<file path="src/rtl/ata_tf_pkg.sv">
package ata_tf_pkg;

    localparam int unsigned BYTE_W    = 8;
    localparam int unsigned SEL_W     = 3;
    localparam int unsigned NUM_PAIRS = 4;
    localparam int unsigned LBA48_W   = 2 * (NUM_PAIRS - 1) * BYTE_W;
    localparam int unsigned CNT16_W   = 2 * BYTE_W;

    typedef enum logic [SEL_W-1:0] {
        SEL_COUNT   = 3'd0,
        SEL_SECNUM  = 3'd1,
        SEL_CYLLO   = 3'd2,
        SEL_CYLHI   = 3'd3,
        SEL_DEVHEAD = 3'd4
    } tf_sel_e;

    typedef struct packed {
        logic chs;
        logic lba28;
        logic lba48;
    } tf_mode_t;

    function automatic tf_mode_t decode_mode(input logic [BYTE_W-1:0] dh);
        tf_mode_t m;
        m.chs   = ~dh[6];
        m.lba28 = dh[6] &  dh[7] &  dh[5];
        m.lba48 = dh[6] & ~dh[7] & ~dh[5];
        return m;
    endfunction

endpackage

</file>
<file path="src/rtl/ata_tf_legacy.sv">
module ata_tf_legacy
    import ata_tf_pkg::*;
(
    input  logic              clk,
    input  logic              rst,
    input  logic              wr_en,
    input  logic [SEL_W-1:0]  reg_sel,
    input  logic [BYTE_W-1:0] wr_data,
    output logic [BYTE_W-1:0] count_q,
    output logic [BYTE_W-1:0] secnum_q,
    output logic [BYTE_W-1:0] cyllo_q,
    output logic [BYTE_W-1:0] cylhi_q,
    output logic [BYTE_W-1:0] devhead_q,
    output logic              mode_bits_change
);

    typedef struct packed {
        logic [BYTE_W-1:0] count;
        logic [BYTE_W-1:0] secnum;
        logic [BYTE_W-1:0] cyllo;
        logic [BYTE_W-1:0] cylhi;
        logic [BYTE_W-1:0] devhead;
    } legacy_t;

    legacy_t st_d, st_q;

    always_comb begin
        st_d = st_q;
        if (wr_en) begin
            case (reg_sel)
                SEL_COUNT:   st_d.count   = wr_data;
                SEL_SECNUM:  st_d.secnum  = wr_data;
                SEL_CYLLO:   st_d.cyllo   = wr_data;
                SEL_CYLHI:   st_d.cylhi   = wr_data;
                SEL_DEVHEAD: st_d.devhead = wr_data;
                default:     st_d = st_q;
            endcase
        end
    end

    always_ff @(posedge clk) begin
        if (rst) st_q <= '0;
        else     st_q <= st_d;
    end

    assign count_q   = st_q.count;
    assign secnum_q  = st_q.secnum;
    assign cyllo_q   = st_q.cyllo;
    assign cylhi_q   = st_q.cylhi;
    assign devhead_q = st_q.devhead;

    assign mode_bits_change = wr_en && (reg_sel == SEL_DEVHEAD) &&
                              (wr_data[7:5] != st_q.devhead[7:5]);


    legacy_count_load_chk: assert property (@(posedge clk) disable iff (rst)
        (wr_en && reg_sel == SEL_COUNT) |=> (count_q == $past(wr_data)));


    legacy_unused_sel_chk: assert property (@(posedge clk) disable iff (rst)
        (wr_en && reg_sel > SEL_DEVHEAD) |=>
            ($stable(count_q) && $stable(secnum_q) && $stable(cyllo_q) &&
             $stable(cylhi_q) && $stable(devhead_q)));

endmodule

</file>
<file path="src/rtl/ata_tf_twostep.sv">
module ata_tf_twostep
    import ata_tf_pkg::*;
#(
    parameter bit CLR_SECOND_ON_FIRST = 1'b0,
    parameter bit CLR_ON_CMD          = 1'b1
)(
    input  logic              clk,
    input  logic              rst,
    input  logic              wr_en,
    input  logic              tog_clr,
    input  logic              cmd_clr,
    input  logic [BYTE_W-1:0] din,
    output logic              tog_q,
    output logic [BYTE_W-1:0] first_q,
    output logic [BYTE_W-1:0] second_q
);

    typedef struct packed {
        logic              tog;
        logic [BYTE_W-1:0] first;
        logic [BYTE_W-1:0] second;
    } pair_t;

    pair_t st_d, st_q;

    always_comb begin
        st_d = st_q;
        if (CLR_ON_CMD && cmd_clr) begin
            st_d.first  = '0;
            st_d.second = '0;
        end
        if (tog_clr) begin
            st_d.tog = 1'b0;
        end
        if (wr_en) begin
            if (!st_q.tog) begin
                st_d.first = din;
                if (CLR_SECOND_ON_FIRST) begin
                    st_d.second = '0;
                end
            end else begin
                st_d.second = din;
            end
            st_d.tog = ~st_q.tog;
        end
    end

    always_ff @(posedge clk) begin
        if (rst) st_q <= '0;
        else     st_q <= st_d;
    end

    assign tog_q    = st_q.tog;
    assign first_q  = st_q.first;
    assign second_q = st_q.second;


    tog_hold_chk: assert property (@(posedge clk) disable iff (rst)
        (!wr_en && !tog_clr) |=> $stable(tog_q));


    first_load_chk: assert property (@(posedge clk) disable iff (rst)
        (wr_en && !tog_q) |=> (tog_q && first_q == $past(din)));


    second_load_chk: assert property (@(posedge clk) disable iff (rst)
        (wr_en && tog_q) |=> (!tog_q && second_q == $past(din)));

endmodule

</file>
<file path="src/rtl/ata_lba_capture.sv">
module ata_lba_capture
    import ata_tf_pkg::*;
(
    input  logic                clk,
    input  logic                rst,
    input  logic                wr_en,
    input  logic [SEL_W-1:0]    reg_sel,
    input  logic [BYTE_W-1:0]   wr_data,
    input  logic                cmd_strobe,
    output logic                mode_chs,
    output logic                mode_lba28,
    output logic                mode_lba48,
    output logic [LBA48_W-1:0]  lba_addr,
    output logic [CNT16_W-1:0]  sect_count16,
    output logic [CNT16_W:0]    xfer_sectors,
    output logic [BYTE_W-1:0]   count_byte,
    output logic [BYTE_W-1:0]   secnum_byte,
    output logic [BYTE_W-1:0]   cyl_lo_byte,
    output logic [BYTE_W-1:0]   cyl_hi_byte,
    output logic [BYTE_W-1:0]   devhead_byte
);

    localparam int unsigned LBA28_PAD = LBA48_W - 28;

    logic [BYTE_W-1:0] cnt_b, sec_b, clo_b, chi_b, dh_b;
    logic              mode_chg;
    tf_mode_t          mode;

    logic [NUM_PAIRS-1:0] tog;
    logic [BYTE_W-1:0]    first_b  [NUM_PAIRS];
    logic [BYTE_W-1:0]    second_b [NUM_PAIRS];

    logic [LBA48_W-1:0] lba48_val;

    ata_tf_legacy legacy_i (
        .clk              (clk),
        .rst              (rst),
        .wr_en            (wr_en),
        .reg_sel          (reg_sel),
        .wr_data          (wr_data),
        .count_q          (cnt_b),
        .secnum_q         (sec_b),
        .cyllo_q          (clo_b),
        .cylhi_q          (chi_b),
        .devhead_q        (dh_b),
        .mode_bits_change (mode_chg)
    );

    always_comb mode = decode_mode(dh_b);

    for (genvar i = 0; i < NUM_PAIRS; i++) begin : g_pair
        logic hit;
        assign hit = wr_en && mode.lba48 && (reg_sel == SEL_W'(i));
        ata_tf_twostep #(
            .CLR_SECOND_ON_FIRST (i == 0),
            .CLR_ON_CMD          (i != 0)
        ) pair_i (
            .clk      (clk),
            .rst      (rst),
            .wr_en    (hit),
            .tog_clr  (mode_chg),
            .cmd_clr  (cmd_strobe),
            .din      (wr_data),
            .tog_q    (tog[i]),
            .first_q  (first_b[i]),
            .second_q (second_b[i])
        );
    end

    always_comb begin
        lba48_val    = {first_b[3], first_b[2], first_b[1],
                        second_b[3], second_b[2], second_b[1]};
        sect_count16 = {first_b[0], second_b[0]};
        mode_chs     = mode.chs;
        mode_lba28   = mode.lba28;
        mode_lba48   = mode.lba48;
        if (mode.lba48)
            lba_addr = lba48_val;
        else if (mode.lba28)
            lba_addr = {{LBA28_PAD{1'b0}}, dh_b[3:0], chi_b, clo_b, sec_b};
        else
            lba_addr = '0;
        if (mode.lba48)
            xfer_sectors = (sect_count16 == '0) ? (CNT16_W+1)'(1 << CNT16_W)
                                                : {1'b0, sect_count16};
        else
            xfer_sectors = (cnt_b == '0) ? (CNT16_W+1)'(1 << BYTE_W)
                                         : (CNT16_W+1)'(cnt_b);
        count_byte   = cnt_b;
        secnum_byte  = sec_b;
        cyl_lo_byte  = clo_b;
        cyl_hi_byte  = chi_b;
        devhead_byte = dh_b;
    end


    tog_clear_chk: assert property (@(posedge clk) disable iff (rst)
        (wr_en && reg_sel == SEL_DEVHEAD && wr_data[7:5] != devhead_byte[7:5])
            |=> (tog == '0));


    lba_clear_chk: assert property (@(posedge clk) disable iff (rst)
        (cmd_strobe && !(wr_en && mode_lba48 && reg_sel >= SEL_SECNUM &&
                         reg_sel <= SEL_CYLHI)) |=> (lba48_val == '0));


    count_keep_chk: assert property (@(posedge clk) disable iff (rst)
        (cmd_strobe && !(wr_en && reg_sel == SEL_COUNT)) |=> $stable(sect_count16));


    mode_excl_chk: assert property (@(posedge clk) disable iff (rst)
        $onehot0({mode_chs, mode_lba28, mode_lba48}));

endmodule

</file>
<file path="config.mk">
export PLATFORM = sky130hd
export DESIGN_NAME = ata_lba_capture
export DESIGN_NICKNAME = d
export VERILOG_FILES = /design/src/rtl/ata_tf_pkg.sv /design/src/rtl/ata_tf_legacy.sv /design/src/rtl/ata_tf_twostep.sv /design/src/rtl/ata_lba_capture.sv
export SDC_FILE = /design/constraint.sdc
export NUM_CORES = 1
export LEC_CHECK = 0
export ABC_AREA = 1
export BUFFER_PORTS_ARGS = -buffer_cell sky130_fd_sc_hd__buf_4
export CAP_MARGIN = 5
export CORE_ASPECT_RATIO = 2
export CORE_MARGIN = 2
export CORE_UTILIZATION = 56
export CTS_CLUSTER_SIZE = 20
export DETAILED_ROUTE_END_ITERATION = 6
export PLACE_DENSITY = 0.95
export SLEW_MARGIN = 20
export SYNTH_ARGS = -nofsm -noshare
export SYNTH_HDL_FRONTEND = slang
export SYNTH_SLANG_ARGS = --single-unit
</file>
<file path="constraint.sdc">
create_clock -name clk -period 2.1 [get_ports clk]
set_input_delay 0 -clock clk [delete_from_list [all_inputs] [get_ports clk]]
set_output_delay 0 -clock clk [all_outputs]
set_load 0.1 [all_outputs]
</file>
-- After elaboration in Yosys (flattened, before gate mapping)
Cells that the tools add are included.
- word-level logic and storage cells: 74
- output and inout bits: 124
- flip-flop bits (word level): 108
- bitwise logic cells: 11
- reduce and logical (&&, ||, !) cells: 20
- eq/ne operators: 5
- mux-type cells: 21
- operator list (operator ; number):
    $mux 17 ; 6
    $mux 8 ; 8
    $mux 16 ; 3
    $mux 48 ; 1
    $mux 28 ; 1
    $logic_not 16->1 ; 1
    $reduce_and 2->1 ; 6
    $mux 9 ; 1
    $logic_not 8->1 ; 1
    $reduce_bool 2->1 ; 4
    $logic_and 1x1->1 ; 7
    $not 1->1 ; 7
    $eq 3x2->1 const B ; 2
    $and 1x1->1 ; 4
    $eq 3x1->1 const B ; 1
    $eq 3x3->1 const B ; 1
    $logic_not 3->1 ; 1
    $ne 3x3->1 ; 1
    $mux 1 ; 1

-- Depth between registers and ports, before layout
- word-level depth: 6
- depth in mapped cells: 9
- depth with buffers taken out: 8

-- Modules after synthesis
Synthesis repeated with hierarchy kept, for this count alone.
- cells, all modules: 912
- area total of the unflattened synthesis: 5546.6 sq um
- by module, submodules not included (module ; times used ; area an instance (sq um) ; cells each ; sequential area each (sq um)):
    ata_tf_twostep at g_pair[1].pair_i ... ; 3 ; 788.3 ; 126 ; 340.3
    ata_tf_legacy ; 1 ; 1569.0 ; 223 ; 800.8
    ata_lba_capture ; 1 ; 878.3 ; 217 ; 0.0
    ata_tf_twostep at g_pair[0].pair_i ; 1 ; 734.5 ; 94 ; 340.3

-- Worst setup path before layout
Ideal clock, no wire load.
- path kind: register to output
- start: register legacy_i.st_q, in the netlist legacy_i.devhead_q[7]
- end: output port xfer_sectors[8]
- setup slack: -2296 ps
- buffers on the path: 1
- data arrival time: 4396 ps
- cell stages (with the launch flop): 6
- path through: dfxtp_1 > inv_1 > nand3_4 > buf_6 > inv_1 > o31ai_1
- cells in the longest elaborated chain, start to end: 4
- RTL lines (what ; RTL line ; text):
    start: declaration ; ata_tf_legacy.sv:25 ; legacy_t st_d, st_q;
    start signal: assignment ; ata_tf_legacy.sv:43 ; else st_q <= st_d;
    $not 1->1 ; ata_tf_pkg.sv:27 ; m.lba48 = dh[6] & ~dh[7] & ~dh[5];
    $and 1x1->1 (2 in a row) ; ata_tf_pkg.sv:27 ;
    net mode_lba48 ; ata_lba_capture.sv:12 ; output logic mode_lba48,
    $mux 17 ; ata_lba_capture.sv:83 ; if (mode.lba48)
    end: declaration ; ata_lba_capture.sv:15 ; output logic [CNT16_W:0] xfer_sectors,
The timed path passes the listed nets, and every way through them passes these cells.

-- Worst setup path after layout
- start: register legacy_i.st_q, in the netlist legacy_i.devhead_q[5]
- end: output port lba_addr[26]
- cells in the longest elaborated chain, start to end: 3
- RTL lines (what ; RTL line ; text):
    $and 1x1->1 or $not 1->1 (tied branches) ; ata_tf_pkg.sv:26, ata_tf_pkg.sv:27 ;
    $mux 28 or $and 1x1->1 (tied branches) ; ata_lba_capture.sv:79, ata_tf_pkg.sv:27 ;
    $mux 48 (*) ; ata_lba_capture.sv:77 ; if (mode.lba48)
    end: declaration ; ata_lba_capture.sv:13 ; output logic [LBA48_W-1:0] lba_addr,
Every way passes the cells marked *; elsewhere a longest branch is shown, timed or not.

==> results.cfg <==
[cts]
cts_tree = yes
cts_setup_buffers = 0
clkTransAtPathRegs_ns = 0.07
insertion_delay_ns = 0.35
clk_root_buffer_cell = clkbuf_16
cts_resized = 0
hold_buffers = 0
cts_buffers = 9
cts.sinks = 108
htreeDepth = 3
clk_path_buf_depth = 2

[placement]
dp_slack_ns = 0.551
routabilityCongestion = 0.847
portBuffers = 138
hpwl_mm = 10.1

[critical_path]
crit_path_cell_trace = inv_1, nand3_4, buf_12, o22ai_2, buf_4
cp_slowest_cell = dfxtp_4
worst-path-buf-inv = 3
required_ns = 2.10
cp.arrival_ns = 1.94
critPathTopFamily = buffers and inverters
end_kind = output pin
criticalPathCategory = reg2out
slowest_delay_ns = 0.35
cp-start-kind = flop
cp_max_fo = 51

[global_route]
grt_overflow = 0
antenna_found_initial = 0
grt_usage = 0.314
first_global_vias = 5080
grt_max_degree = 52
grt_pass1_wl_mm = 24.4

[logic_synthesis]
netlist_area_sq_mm = 0.00503
synth_top_area_share = 0.430
synth_edf_count = 0
synth_common_cells = nor2_1, o21ai_0, inv_1
ys_warn_count = 0
yosysMostFrequentCell = nor2_1
avgSynthCellArea_sq_um = 6.74
synth_area_leaders = dfxtp_1, o21ai_0, nor2_1
ys_ff_latch = 108
ys.flop_type = dfxtp_1
yosysSeqAreaShare = 0.430
synth_fp_nets = 762
postSynthCellCount = 747
ys_types = 28
ys_async_sr_fraction = 0
yosys.area.top_type = dfxtp_1

[layout]
multi_input_area_sq_mm = 0.00244
area_delta_synth_final_pct = 31.6
diodes = 0
num-fill-cells = 647
nets = 865
drive_gt1_frac = 0.292
final-seq-area_sq_mm = 0.00217
post-route-util = 0.745

[sta]
period_needed_ns = 1.94
hold_viol = 0
hold_ws_ns = 0.0108
period_share = 0.922
setup_slack_ns = 0.163
finClkSkew_ns = 0.00597
fmax_ghz = 0.516
worst_slew_pin_slew_ns = 0.563
slew_headroom = 0.624
setup_viol = 0
setup_tns_ns = 0
rsz0062_at_grt = no
maxSlewViolCount = 0

[die]
start_util = 0.566
core_sq_mm = 0.00889
die-area_sq_mm = 0.00981
fp.dieH_um = 138
io_pins = 139
fp.dieW_um = 71.0
num_rows = 49

[power_and_ir_drop]
p_sw_mw = 1.24
ir_drop_v = 0.000449
clockPowerShare = 0.420
seqPwrFrac = 0.458
leakage_nw = 2.62
powerDensity_mw_per_mm2 = 691
p_int_mw = 3.34
swShare = 0.270
power_frac_comb = 0.122

[detailed_routing]
first_iter_violations = 480
firstDrtPassIters = 7
wl_per_cell_um = 15.9
viasPerCell = 5.52
via_count = 5287
drc_errors = 0
antenna_left = 0
postRouteWirelength_mm = 15.3

[status]
status = complete, no violations

[job]
cap_viol_max_count = 0

[hold_path]
hold_path_class = in2reg
[layout make-up]
type / instances / area share
Multi-Input combinational cell: 470 / 0.369
Timing Repair Buffer: 143 / 0.164
Sequential cell: 108 / 0.328
Clock inverter: 7 / 0.0174
Tap cell: 102 / 0.0193
Inverter: 118 / 0.0682
Clock buffer: 9 / 0.0340
[power groups by stage]
stage / Clock (mW) / Sequential [mW] / Combinational [mW]
floorplan: 0 / 2.31 / 0.241
global placement: 0 / 2.14 / 0.541
detailed placement: 0 / 2.14 / 0.547
CTS: 1.93 / 2.09 / 0.552
global route: 2.02 / 2.10 / 0.581
finish: 1.92 / 2.09 / 0.558
[kinds of logic (layout without fill, tap and decap cells)]
group                  after synthesis  count (layout)  synth area share
AND/OR/NAND/NOR                    281             281             0.232
flip-flops                         108             108             0.430
XOR/XNOR                             1               1           0.00174
buffers and inverters              169             277             0.146
AO/OA/AOI/OAI                      188             188             0.190
[flip-flops by register name (all words and copies together), names as in the netlist]
name	count
g_pair.pair_i.first_q	32
g_pair.pair_i.second_q	32
legacy_i.count_q	8
legacy_i.cylhi_q	8
legacy_i.cyllo_q	8
legacy_i.devhead_q	8
legacy_i.secnum_q	8
g_pair.pair_i.tog_q	4
[path summary, 6_finish.rpt]
check             slack (ns)  depth (start not counted)                                 endpoint                               start
setup / recovery        0.16                          5                             lba_addr[26]  legacy_i.devhead_q[5]$_SDFFE_PP0P_
hold / removal          0.01                          3         legacy_i.count_q[0]$_SDFFE_PP0P_                          wr_data[0]
setup reg to reg        0.46                          6  g_pair[1].pair_i.second_q[7]$_SDFF_PP0_  legacy_i.devhead_q[5]$_SDFFE_PP0P_
hold reg to reg         0.48                          2       legacy_i.devhead_q[4]$_SDFFE_PP0P_  legacy_i.devhead_q[4]$_SDFFE_PP0P_
[per-stage QoR]
step	instances	total power, mW	area (sq um)
detailed placement	941	2.69	6280
global placement	941	2.68	6280
global route	957	4.70	6620
finish	957	4.58	6620
CTS	957	4.58	6620
floorplan	747	2.55	5360
[worst min-delay path, cell delays in order]
cell,delay [ns]
buf_4,0.18
nand2_1,0.08
a21oi_1,0.06
[cells in the final DEF, fill, tap and decap left out]
cell / instances
buf_4: 142
dfxtp_4: 3
a21oi_2: 1
o21ai_4: 11
nand4_1: 2
o21ai_2: 21
xnor2_1: 1
nand3_1: 13
nor2_8: 1
nor4_1: 2
o22ai_2: 4
o21ai_0: 109
inv_1: 109
nand2_4: 1
a21oi_1: 41
nor3_1: 1
nand2_2: 11
clkinv_1: 5
inv_2: 2
nor2_1: 113
nand2_1: 104
nand3_4: 1
bufinv_16: 3
nor2_4: 3
clkinvlp_4: 3
o31ai_4: 1
buf_12: 1
clkinv_4: 1
clkbuf_16: 9
dfxtp_1: 105
nor2_2: 29
clkinv_2: 2
[routing by layer]
metal / track usage / vias up / wire (um)
li1: - / 2516 / -
met1: 0.318 / 2421 / 5110
met2: 0.560 / 281 / 8160
met3: 0.0707 / 69 / 1110
met4: 0.203 / 0 / 881
met5: 0 / - / 0
(Power assumes the default switching activity.)
